[config.mk]
export PLATFORM = sky130hd
export DESIGN_NAME = supv_reg_unit
export DESIGN_NICKNAME = d
export VERILOG_FILES = /design/src/rtl/supv_reg_pkg.sv /design/src/rtl/txn_track.sv /design/src/rtl/ctrl_reg.sv /design/src/rtl/fault_reg.sv /design/src/rtl/supv_reg_unit.sv
export SDC_FILE = /design/constraint.sdc
export NUM_CORES = 1
export LEC_CHECK = 0
export BUFFER_PORTS_ARGS = -buffer_cell sky130_fd_sc_hd__buf_4
export CORE_ASPECT_RATIO = 2
export CORE_MARGIN = 1.5
export CORE_UTILIZATION = 40
export DETAILED_ROUTE_END_ITERATION = 10
export PLACE_DENSITY = 0.72
export SETUP_SLACK_MARGIN = 0.02
export SLEW_MARGIN = 20
export SYNTH_ARGS = -nofsm -noshare
export SYNTH_HDL_FRONTEND = slang
export SYNTH_SLANG_ARGS = --single-unit
[constraint.sdc]
create_clock -name clk -period 1.8 [get_ports clk]
set_clock_uncertainty 0.05 [all_clocks]
set_input_delay 0.27 -clock clk [delete_from_list [all_inputs] [get_ports clk]]
set_output_delay 0.27 -clock clk [all_outputs]
set_load 0.1 [all_outputs]
[src/rtl/supv_reg_pkg.sv]
package supv_reg_pkg;

  localparam logic [3:0] DEV_TYPE = 4'b1011;
  localparam int         NUM_FLT  = 5;

  typedef enum logic [2:0] {
    CW_NONE,
    CW_SETWEL,
    CW_SETRWEL,
    CW_NVWR,
    CW_HOLD
  } ctl_op_e;

  // Decide what a configuration data byte would do given the latch state.
  function automatic ctl_op_e ctl_classify(input logic wel, input logic rwel,
                                           input logic [7:0] d);
    ctl_op_e op;
    if (wel && rwel && d[3:1] == 3'b001)      op = CW_NVWR;
    else if (wel && rwel && d[3:1] == 3'b011) op = CW_HOLD;
    else if (d == 8'h02)                      op = CW_SETWEL;
    else if (wel && d == 8'h06)               op = CW_SETRWEL;
    else                                      op = CW_NONE;
    return op;
  endfunction

endpackage

[src/rtl/txn_track.sv]
module txn_track
  import supv_reg_pkg::*;
#(
  parameter logic       DEV_SEL  = 1'b0,
  parameter logic [7:0] REG_ADDR = 8'hFF
) (
  input  logic       clk,
  input  logic       rst,
  input  logic       txn_start,
  input  logic       txn_stop,
  input  logic       slave_vld,
  input  logic [7:0] slave_byte,
  input  logic       addr_vld,
  input  logic [7:0] addr_byte,
  input  logic       data_vld,
  input  logic [7:0] data_byte,
  input  logic       wp,
  input  logic       busy,
  input  logic       wel,
  input  logic       rwel,
  output logic       ack_vld,
  output logic       ack_ok,
  output logic       rd_sel,
  output logic       cmt_ctrl,
  output logic       cmt_flt,
  output ctl_op_e    cmt_op,
  output logic [4:0] cmt_hi,
  output logic       cmt_b0
);

  logic       sel_ok, is_rd, reg_ctrl, addr_ok;
  logic [1:0] nbytes;
  logic       pend_ok;
  ctl_op_e    pend_op;
  logic [4:0] pend_hi;
  logic       pend_b0;

  logic       slave_hit;
  ctl_op_e    cur_op;
  logic       data_accept;

  always_comb begin
    slave_hit   = (slave_byte[7:4] == DEV_TYPE) && (slave_byte[3] == DEV_SEL) &&
                  !slave_byte[2] && !busy;
    cur_op      = ctl_classify(wel, rwel, data_byte);
    data_accept = sel_ok && !is_rd && addr_ok && (nbytes == 2'd0) && !wp &&
                  (!reg_ctrl || cur_op != CW_NONE);
  end

  always_ff @(posedge clk) begin
    if (rst) begin
      sel_ok   <= 1'b0;
      is_rd    <= 1'b0;
      reg_ctrl <= 1'b0;
      addr_ok  <= 1'b0;
      nbytes   <= 2'd0;
      pend_ok  <= 1'b0;
      pend_op  <= CW_NONE;
      pend_hi  <= '0;
      pend_b0  <= 1'b0;
      ack_vld  <= 1'b0;
      ack_ok   <= 1'b0;
      rd_sel   <= 1'b1;
      cmt_ctrl <= 1'b0;
      cmt_flt  <= 1'b0;
      cmt_op   <= CW_NONE;
      cmt_hi   <= '0;
      cmt_b0   <= 1'b0;
    end else begin
      ack_vld  <= 1'b0;
      ack_ok   <= 1'b0;
      cmt_ctrl <= 1'b0;
      cmt_flt  <= 1'b0;
      if (txn_start) begin
        sel_ok  <= 1'b0;
        addr_ok <= 1'b0;
        nbytes  <= 2'd0;
        pend_ok <= 1'b0;
      end else if (txn_stop) begin
        cmt_ctrl <= pend_ok && reg_ctrl;
        cmt_flt  <= pend_ok && !reg_ctrl;
        cmt_op   <= pend_op;
        cmt_hi   <= pend_hi;
        cmt_b0   <= pend_b0;
        sel_ok   <= 1'b0;
        addr_ok  <= 1'b0;
        nbytes   <= 2'd0;
        pend_ok  <= 1'b0;
      end else if (slave_vld) begin
        ack_vld  <= 1'b1;
        ack_ok   <= slave_hit;
        sel_ok   <= slave_hit;
        is_rd    <= slave_byte[0];
        reg_ctrl <= slave_byte[1];
        addr_ok  <= 1'b0;
        nbytes   <= 2'd0;
        pend_ok  <= 1'b0;
        if (slave_hit) rd_sel <= slave_byte[1];
      end else if (addr_vld) begin
        ack_vld <= 1'b1;
        ack_ok  <= sel_ok && !is_rd;
        addr_ok <= sel_ok && !is_rd && (addr_byte == REG_ADDR);
        nbytes  <= 2'd0;
      end else if (data_vld) begin
        ack_vld <= 1'b1;
        ack_ok  <= data_accept;
        if (nbytes != 2'd3) nbytes <= nbytes + 2'd1;
        pend_ok <= data_accept;
        pend_op <= cur_op;
        pend_hi <= data_byte[7:3];
        pend_b0 <= data_byte[0];
      end
    end
  end


  second_byte_nack_chk: assert property (@(posedge clk) disable iff (rst)
    (data_vld && !txn_start && !txn_stop && !slave_vld && !addr_vld && nbytes != 2'd0)
      |=> (ack_vld && !ack_ok));


  wp_nack_chk: assert property (@(posedge clk) disable iff (rst)
    (data_vld && wp && !txn_start && !txn_stop && !slave_vld && !addr_vld)
      |=> !ack_ok);


  ack_follows_byte_chk: assert property (@(posedge clk) disable iff (rst)
    ack_vld |-> $past(slave_vld || addr_vld || data_vld));

endmodule

[src/rtl/ctrl_reg.sv]
module ctrl_reg
  import supv_reg_pkg::*;
#(
  parameter int         NV_CYCLES = 500000,
  parameter logic [1:0] PUP_INIT  = 2'b01,
  parameter logic [1:0] WD_INIT   = 2'b11,
  parameter logic       BP_INIT   = 1'b0
) (
  input  logic       clk,
  input  logic       rst,
  input  logic       commit,
  input  ctl_op_e    op,
  input  logic [3:0] d_hi,
  input  logic       d_b0,
  output logic       wel,
  output logic       rwel,
  output logic [1:0] pup,
  output logic [1:0] wd,
  output logic       bp,
  output logic       busy,
  output logic [7:0] ctrl_byte
);

  localparam int CW = $clog2(NV_CYCLES + 1);

  logic [CW-1:0] cnt;

  always_ff @(posedge clk) begin
    if (rst) begin
      wel  <= 1'b0;
      rwel <= 1'b0;
      pup  <= PUP_INIT;
      wd   <= WD_INIT;
      bp   <= BP_INIT;
      cnt  <= '0;
    end else if (commit) begin
      case (op)
        CW_SETWEL: begin
          wel  <= 1'b1;
          rwel <= 1'b0;
        end
        CW_SETRWEL: begin
          wel  <= 1'b1;
          rwel <= 1'b1;
        end
        CW_NVWR: begin
          pup  <= {d_hi[3], d_b0};
          wd   <= d_hi[2:1];
          bp   <= d_hi[0];
          rwel <= 1'b0;
          cnt  <= CW'(NV_CYCLES);
        end
        default: ;
      endcase
    end else if (cnt != '0) begin
      cnt <= cnt - 1'b1;
    end
  end

  always_comb begin
    busy      = (cnt != '0);
    ctrl_byte = {pup[1], wd, bp, 1'b0, rwel, wel, pup[0]};
  end


  rwel_needs_wel_chk: assert property (@(posedge clk) disable iff (rst)
    rwel |-> wel);


  nv_hold_chk: assert property (@(posedge clk) disable iff (rst)
    !(commit && op == CW_NVWR) |=> $stable({pup, wd, bp}));


  busy_origin_chk: assert property (@(posedge clk) disable iff (rst)
    $rose(busy) |-> $past(commit && op == CW_NVWR));

endmodule

[src/rtl/fault_reg.sv]
module fault_reg
  import supv_reg_pkg::*;
(
  input  logic               clk,
  input  logic               rst,
  input  logic [NUM_FLT-1:0] evt,
  input  logic               commit,
  input  logic [NUM_FLT-1:0] d,
  output logic [7:0]         flt_byte
);

  localparam int PAD = 8 - NUM_FLT;

  logic [NUM_FLT-1:0] flag;

  for (genvar i = 0; i < NUM_FLT; i++) begin : g_flag
    always_ff @(posedge clk) begin
      if (rst)         flag[i] <= 1'b0;
      else if (evt[i]) flag[i] <= 1'b0;
      else if (commit) flag[i] <= d[i];
    end


    evt_clears_chk: assert property (@(posedge clk) disable iff (rst)
      evt[i] |=> !flag[i]);
  end

  assign flt_byte = {flag, {PAD{1'b0}}};

endmodule

[src/rtl/supv_reg_unit.sv]
module supv_reg_unit
  import supv_reg_pkg::*;
#(
  parameter logic       DEV_SEL   = 1'b0,
  parameter logic [7:0] REG_ADDR  = 8'hFF,
  parameter int         NV_CYCLES = 500000,
  parameter logic [1:0] PUP_INIT  = 2'b01,
  parameter logic [1:0] WD_INIT   = 2'b11,
  parameter logic       BP_INIT   = 1'b0
) (
  input  logic       clk,
  input  logic       rst,
  input  logic       txn_start,
  input  logic       txn_stop,
  input  logic       slave_vld,
  input  logic [7:0] slave_byte,
  input  logic       addr_vld,
  input  logic [7:0] addr_byte,
  input  logic       data_vld,
  input  logic [7:0] data_byte,
  input  logic       wp,
  input  logic       evt_sup1_low,
  input  logic       evt_sup2_low,
  input  logic       evt_sup3_low,
  input  logic       evt_wdog,
  input  logic       evt_manual,
  output logic       ack_vld,
  output logic       ack_ok,
  output logic [7:0] rd_data,
  output logic [1:0] cfg_pup,
  output logic [1:0] cfg_wd,
  output logic       cfg_bp,
  output logic       nv_busy
);

  logic       wel, rwel, rd_sel;
  logic       cmt_ctrl, cmt_flt, cmt_b0;
  ctl_op_e    cmt_op;
  logic [4:0] cmt_hi;
  logic [7:0] ctrl_byte, flt_byte;

  txn_track #(.DEV_SEL(DEV_SEL), .REG_ADDR(REG_ADDR)) u_track (
    .clk(clk), .rst(rst),
    .txn_start(txn_start), .txn_stop(txn_stop),
    .slave_vld(slave_vld), .slave_byte(slave_byte),
    .addr_vld(addr_vld), .addr_byte(addr_byte),
    .data_vld(data_vld), .data_byte(data_byte),
    .wp(wp), .busy(nv_busy), .wel(wel), .rwel(rwel),
    .ack_vld(ack_vld), .ack_ok(ack_ok), .rd_sel(rd_sel),
    .cmt_ctrl(cmt_ctrl), .cmt_flt(cmt_flt), .cmt_op(cmt_op),
    .cmt_hi(cmt_hi), .cmt_b0(cmt_b0)
  );

  ctrl_reg #(
    .NV_CYCLES(NV_CYCLES), .PUP_INIT(PUP_INIT), .WD_INIT(WD_INIT), .BP_INIT(BP_INIT)
  ) u_ctrl (
    .clk(clk), .rst(rst),
    .commit(cmt_ctrl), .op(cmt_op), .d_hi(cmt_hi[4:1]), .d_b0(cmt_b0),
    .wel(wel), .rwel(rwel), .pup(cfg_pup), .wd(cfg_wd), .bp(cfg_bp),
    .busy(nv_busy), .ctrl_byte(ctrl_byte)
  );

  fault_reg u_flt (
    .clk(clk), .rst(rst),
    .evt({evt_sup1_low, evt_sup2_low, evt_sup3_low, evt_wdog, evt_manual}),
    .commit(cmt_flt), .d(cmt_hi),
    .flt_byte(flt_byte)
  );

  always_ff @(posedge clk) begin
    if (rst) rd_data <= 8'h00;
    else     rd_data <= rd_sel ? ctrl_byte : flt_byte;
  end


  busy_slave_nack_chk: assert property (@(posedge clk) disable iff (rst)
    (slave_vld && nv_busy && !txn_start && !txn_stop) |=> !ack_ok);

endmodule

# Word level (Yosys, flattened, before mapping)
# Index checks and enable logic that the tools add are counted.
# classes
n_addsub,2
eq_ne,11
muxes,15
n_bitwise,6
reduce_logical,49
# op_table
operator,count
two-way mux 19 bit,3
nonzero test 19 bit,1
"subtractor 19 x 1 -> 19 bit, second input constant",1
OR reduction 2 bit,9
logical AND 1 bit,15
AND reduction 2 bit,7
"equality test 3 x 2 -> 1 bit, second input constant",3
two-way mux 3 bit,3
"equality test 8 x 2 -> 1 bit, second input constant",1
"equality test 8 x 3 -> 1 bit, second input constant",1
"equality test 8 bit, second input constant",1
two-way mux 8 bit,1
"equality test 3 x 1 -> 1 bit, second input constant",2
two-way mux 1 bit,6
inverter 1 bit,6
OR reduction 3 bit,2
zero test 1 bit,5
AND reduction 5 bit,1
OR reduction 5 bit,1
"equality test 4 bit, second input constant",1
AND reduction 4 bit,1
nonzero test 2 bit,2
OR reduction 4 bit,1
AND reduction 3 bit,1
8 further kinds,8
# word_totals
reg_bits,69
input_bits,37
out_inout_bits,16
wordCells,114

# Logic depth before layout (Yosys ltp)
# logic_depth
depth_word,12
ltp_mapped,8
ltp_nobuf,7

# Modules after synthesis
# From an unflattened synthesis, not the netlist that was laid out.
# hier_totals
hier_cells,344
area_unflattened_um2,3049.2
# by_module_without_submodules
mod,instances,cells_per_inst,area_per_inst_um2,seq_area_each_um2
txn_track,1,145,1276.2,600.6
ctrl_reg,1,153,1275.0,520.5
supv_reg_unit,1,26,285.3,160.2
fault_reg,1,20,212.7,100.1

# Least setup slack after synthesis
# OpenSTA, ideal clock, no wires.
# synth_path
path_kind,flip-flop to output port
startpoint,reg u_ctrl.cnt[2]
endpoint,out nv_busy
t_arrival_ps,1656
required_ps,1480
path_slack_ps,-176
stages_incl_launch_ff,5
path_buffers,1
path_cell_list,dfxtp_1 -> or3_1 -> buf_6 -> nor3_4 -> nand2_1
# synth_between
elab_chain_len,1
# synth_rtl
element,line_no,source
"start, declared",ctrl_reg.sv:26,logic [CW-1:0] cnt;
"start signal, assigned",ctrl_reg.sv:51,cnt <= CW'(NV_CYCLES);
"start signal, assigned",ctrl_reg.sv:56,cnt <= cnt - 1'b1;
nonzero test 19 bit,ctrl_reg.sv:61,busy = (cnt != '0);
"end, declared",supv_reg_unit.sv:33,output logic nv_busy
# Every way passes these cells.

# Final worst setup path
# layout_path
startpoint,reg u_ctrl.cnt[8]
endpoint,out nv_busy
# Same word-level chain as after synthesis.

==> qor.csv <==
metric;value;unit
NetSw;2.32;mW
FMAX;507;MHz
switching share of power;32.9;%
PD cells;1660;nW/µm²
Period minus WS final;1970;ps
PnR Total Power;7.04;mW
CORE AREA;7210;µm²
area delta synth->final;44.1;%
largest net degree at the start of global routing;41;
Int Pwr;4.72;mW
post-layout util;58.9;%
Via Count;2782;
Max Slew Vio Count;0;
Seq cells post-synth;69;
syn_nets;380;
CP Capture Type;primary output;
period utilization;110;%
largest fanout on the critical path;3;
mux share of post-synthesis cell area;5.48;%
compound-cell area share of the yosys netlist;12.6;%
Final Hold Fails;0;
CP Launch Type;register;
Final nets;468;
RSZ-0062 raised after global routing;yes;
failing checks;negative setup slack;
CTS tree;done;
H-tree depth;3;
FFs w/ async S/R, synth;0;%
Slew @ Worst Pin;443;ps
post-synthesis xor/xnor area fraction;2.68;%
final setup TNS;-735;ps
Diodes inserted;0;
critical path class;reg2out;
CP required;1480;ps
post-synthesis instance total;340;
total wire length;7.53;mm
Die W;63.7;µm
first-pass GRT wire length;12.4;mm
Logic pwr share;44.5;%
Max Cap Violations;0;
Simple-Gate Fraction of Synth Area;27.1;%
Worst Hold Margin;45.3;ps
cts bufs inserted;9;
DRT Pass-1 Iters;4;
clk sinks;69;
initial antenna violation count;0;
DR DRC count;0;
number of setup violations in the final report;10;
Seq pwr share;26.5;%
register area share after synthesis;46.9;%
Hold Path Class;in2reg;
status;finished with violations;
clock network fraction of total power;28.9;%
via/cell ratio;5.30;
worst skew pair latency;330;ps
VDD IR max;0.842;mV
Rel. slew slack;70.4;%
Avg Cell Area, Syn;8.67;µm²
DPL Wire Length;5.41;mm
final worst slack;-173;ps
number of buffers added on ports;52;
Initial Utilization;40.9;%
row count;44;
die area;7920;µm²
fillers;624;
IO Pins;53;
drt initial violations;87;
layout cell share with drive strength beyond 1;33.9;%
Post-synth EDFFs;0;
gr ovfl total;0;
Ys Warns;0;
Max Buffers Root-to-Sink;2;
library cells used by synthesis;50;
Routed Antenna Nets;0;
CTS root buffer;clkbuf_16;
GRT Overall Usage;19.9;%
die height;124;µm
vias in the first global route;2950;
combinational family with the most area after synthesis;simple AND/OR/NAND/NOR gates;
Post-synth top flop;dfxtp_1;
Worst-path clk slew;50;ps
Synth Area in Adders;1.27;%
Static Leak;1.76;nW
Post-Syn Area;2950;µm²
worst path arrival time;1650;ps
DR WL/cell;14.3;µm
Final GP Congestion;0.811;
sequential cells by signal, indices dropped and copies added (netlist names), 2 cells and up:
| signal | cells |
|---|---|
| u_track.cmt_op | 3 |
| u_track.nbytes | 2 |
| u_track.pend_hi | 5 |
| u_ctrl.pup | 2 |
| u_ctrl.wd | 2 |
| u_track.cmt_hi | 5 |
| u_ctrl.cnt | 19 |
| rd_data | 8 |
| u_track.pend_op | 3 |
| u_flt.flt_byte | 5 |
area by class of cell:
type | instances | area (µm²) | area share, %
clock buffers | 11 | 243 | 5.72
clock inverters | 5 | 106 | 2.50
inverters | 10 | 37.5 | 0.884
multi-input cells | 242 | 1590 | 37.5
flip-flops and latches | 69 | 1390 | 32.7
well taps | 92 | 115 | 2.71
repair buffers | 96 | 763 | 18.0
stage by stage:
step | cell area [µm²] | cells | worst slack, ps
6_report | 4250 | 525 | -173
5_1_grt | 4250 | 525 | -225
4_1_cts | 4100 | 520 | -204
3_5_place_dp | 3640 | 499 | -231
3_3_place_gp | 3640 | 499 | -254
2_1_floorplan | 2970 | 340 | 22.0
kinds of logic (layout without fill, tap and decap cells):
family / after synthesis / in the layout
compound gates: 60 / 60
xor+xnor: 9 / 9
fa+ha+maj: 3 / 3
buf+inv: 29 / 122
flops: 69 / 69
mux: 16 / 16
simple gates: 154 / 154
worst max-delay path, stage by stage (launching register included):
cell and delay [ps]:
dfxtp_2 330, or3_4 420, nor3_4 230, buf_6 140, nand2_4 40, buf_12 160
metal layers:
metal	part of all wire, %	track usage (%)
met2	59	39.4
met4	3.7	12.5
met1	34	17.0
met5	0	0
met3	2.9	3.88
cells in the mapped netlist (3+ instances only):
master / instances / area share (%)
xnor2_1: 4 / 1.2
or3_1: 6 / 1.3
buf_1: 3 / 0.38
or4_1: 5 / 1.3
mux2i_1: 15 / 5.1
dfxtp_1: 69 / 47
a211oi_1: 3 / 0.76
nand3_1: 7 / 1.2
inv_1: 10 / 1.3
ha_1: 3 / 1.3
nor2b_1: 4 / 0.85
nand4_1: 5 / 1.1
and2_1: 3 / 0.64
a21oi_1: 29 / 4.9
xor2_1: 5 / 1.5
clkbuf_1: 14 / 1.8
a31oi_1: 3 / 0.64
nor4_1: 5 / 1.1
o31ai_1: 3 / 0.76
nand2_1: 43 / 5.5
nor2_1: 36 / 4.6
nor3_1: 13 / 2.2
nand3b_1: 5 / 1.3
o21ai_0: 7 / 1.2
nand2b_1: 9 / 1.9
layout by cell type (no fill, tap or decap), types with 4 or more instances in the layout:
| cell type | netlist | routed |
|---|---|---|
| nand4_1 | 5 | 5 |
| or3_1 | 6 | 4 |
| nand2_1 | 43 | 42 |
| o21ai_0 | 7 | 5 |
| buf_6 | 1 | 8 |
| nand3b_1 | 5 | 5 |
| or4_1 | 5 | 4 |
| nor3_1 | 13 | 11 |
| buf_4 | 0 | 87 |
| nor2_1 | 36 | 36 |
| mux2i_1 | 15 | 15 |
| dfxtp_2 | 0 | 6 |
| dfxtp_1 | 69 | 63 |
| nand2b_1 | 9 | 8 |
| a21oi_1 | 29 | 27 |
| inv_1 | 10 | 8 |
| clkbuf_16 | 0 | 9 |
| nor2b_1 | 4 | 4 |
| xor2_1 | 5 | 5 |
| nand3_1 | 7 | 7 |
power by group through the flow:
stage / Clock (mW) / Combinational, mW / Sequential (mW)
floorplan: 0 / 1.39 / 1.88
finish: 2.04 / 3.14 / 1.87
global route: 2.14 / 3.36 / 1.89
CTS: 2.07 / 2.58 / 1.84
detailed placement: 0 / 2.27 / 1.85
global placement: 0 / 2.23 / 1.84
timing repair:
item / in CTS / in global routing
pin swaps: 8 / 11
gates resized for setup: 20 / 26
endpoints found under the setup margin: 17 / 22
buffers inserted: 5 / 5
cloned: 0 / 0
hold buffers: 0 / 0
endpoints found under the hold margin: 0 / 0
final timing paths:
| kind | startpoint | slack (ps) | endpoint | cells past startpoint |
|---|---|---|---|---|
| worst max-delay path | u_ctrl.cnt[8]$_SDFFE_PP0P_ | -170 | nv_busy | 5 |
| worst min-delay path | evt_manual | 50 | u_flt.flt_byte[3]$_SDFFE_PP0P_ | 2 |
| worst max register to register | u_ctrl.cnt[2]$_SDFFE_PP0P_ | -120 | u_ctrl.cnt[17]$_SDFFE_PP0P_ | 6 |
| worst min register to register | u_track.pend_op[1]$_SDFFE_PP0P_ | 400 | u_track.pend_op[1]$_SDFFE_PP0P_ | 2 |
No activity file was read; power rests on OpenSTA's default activity.
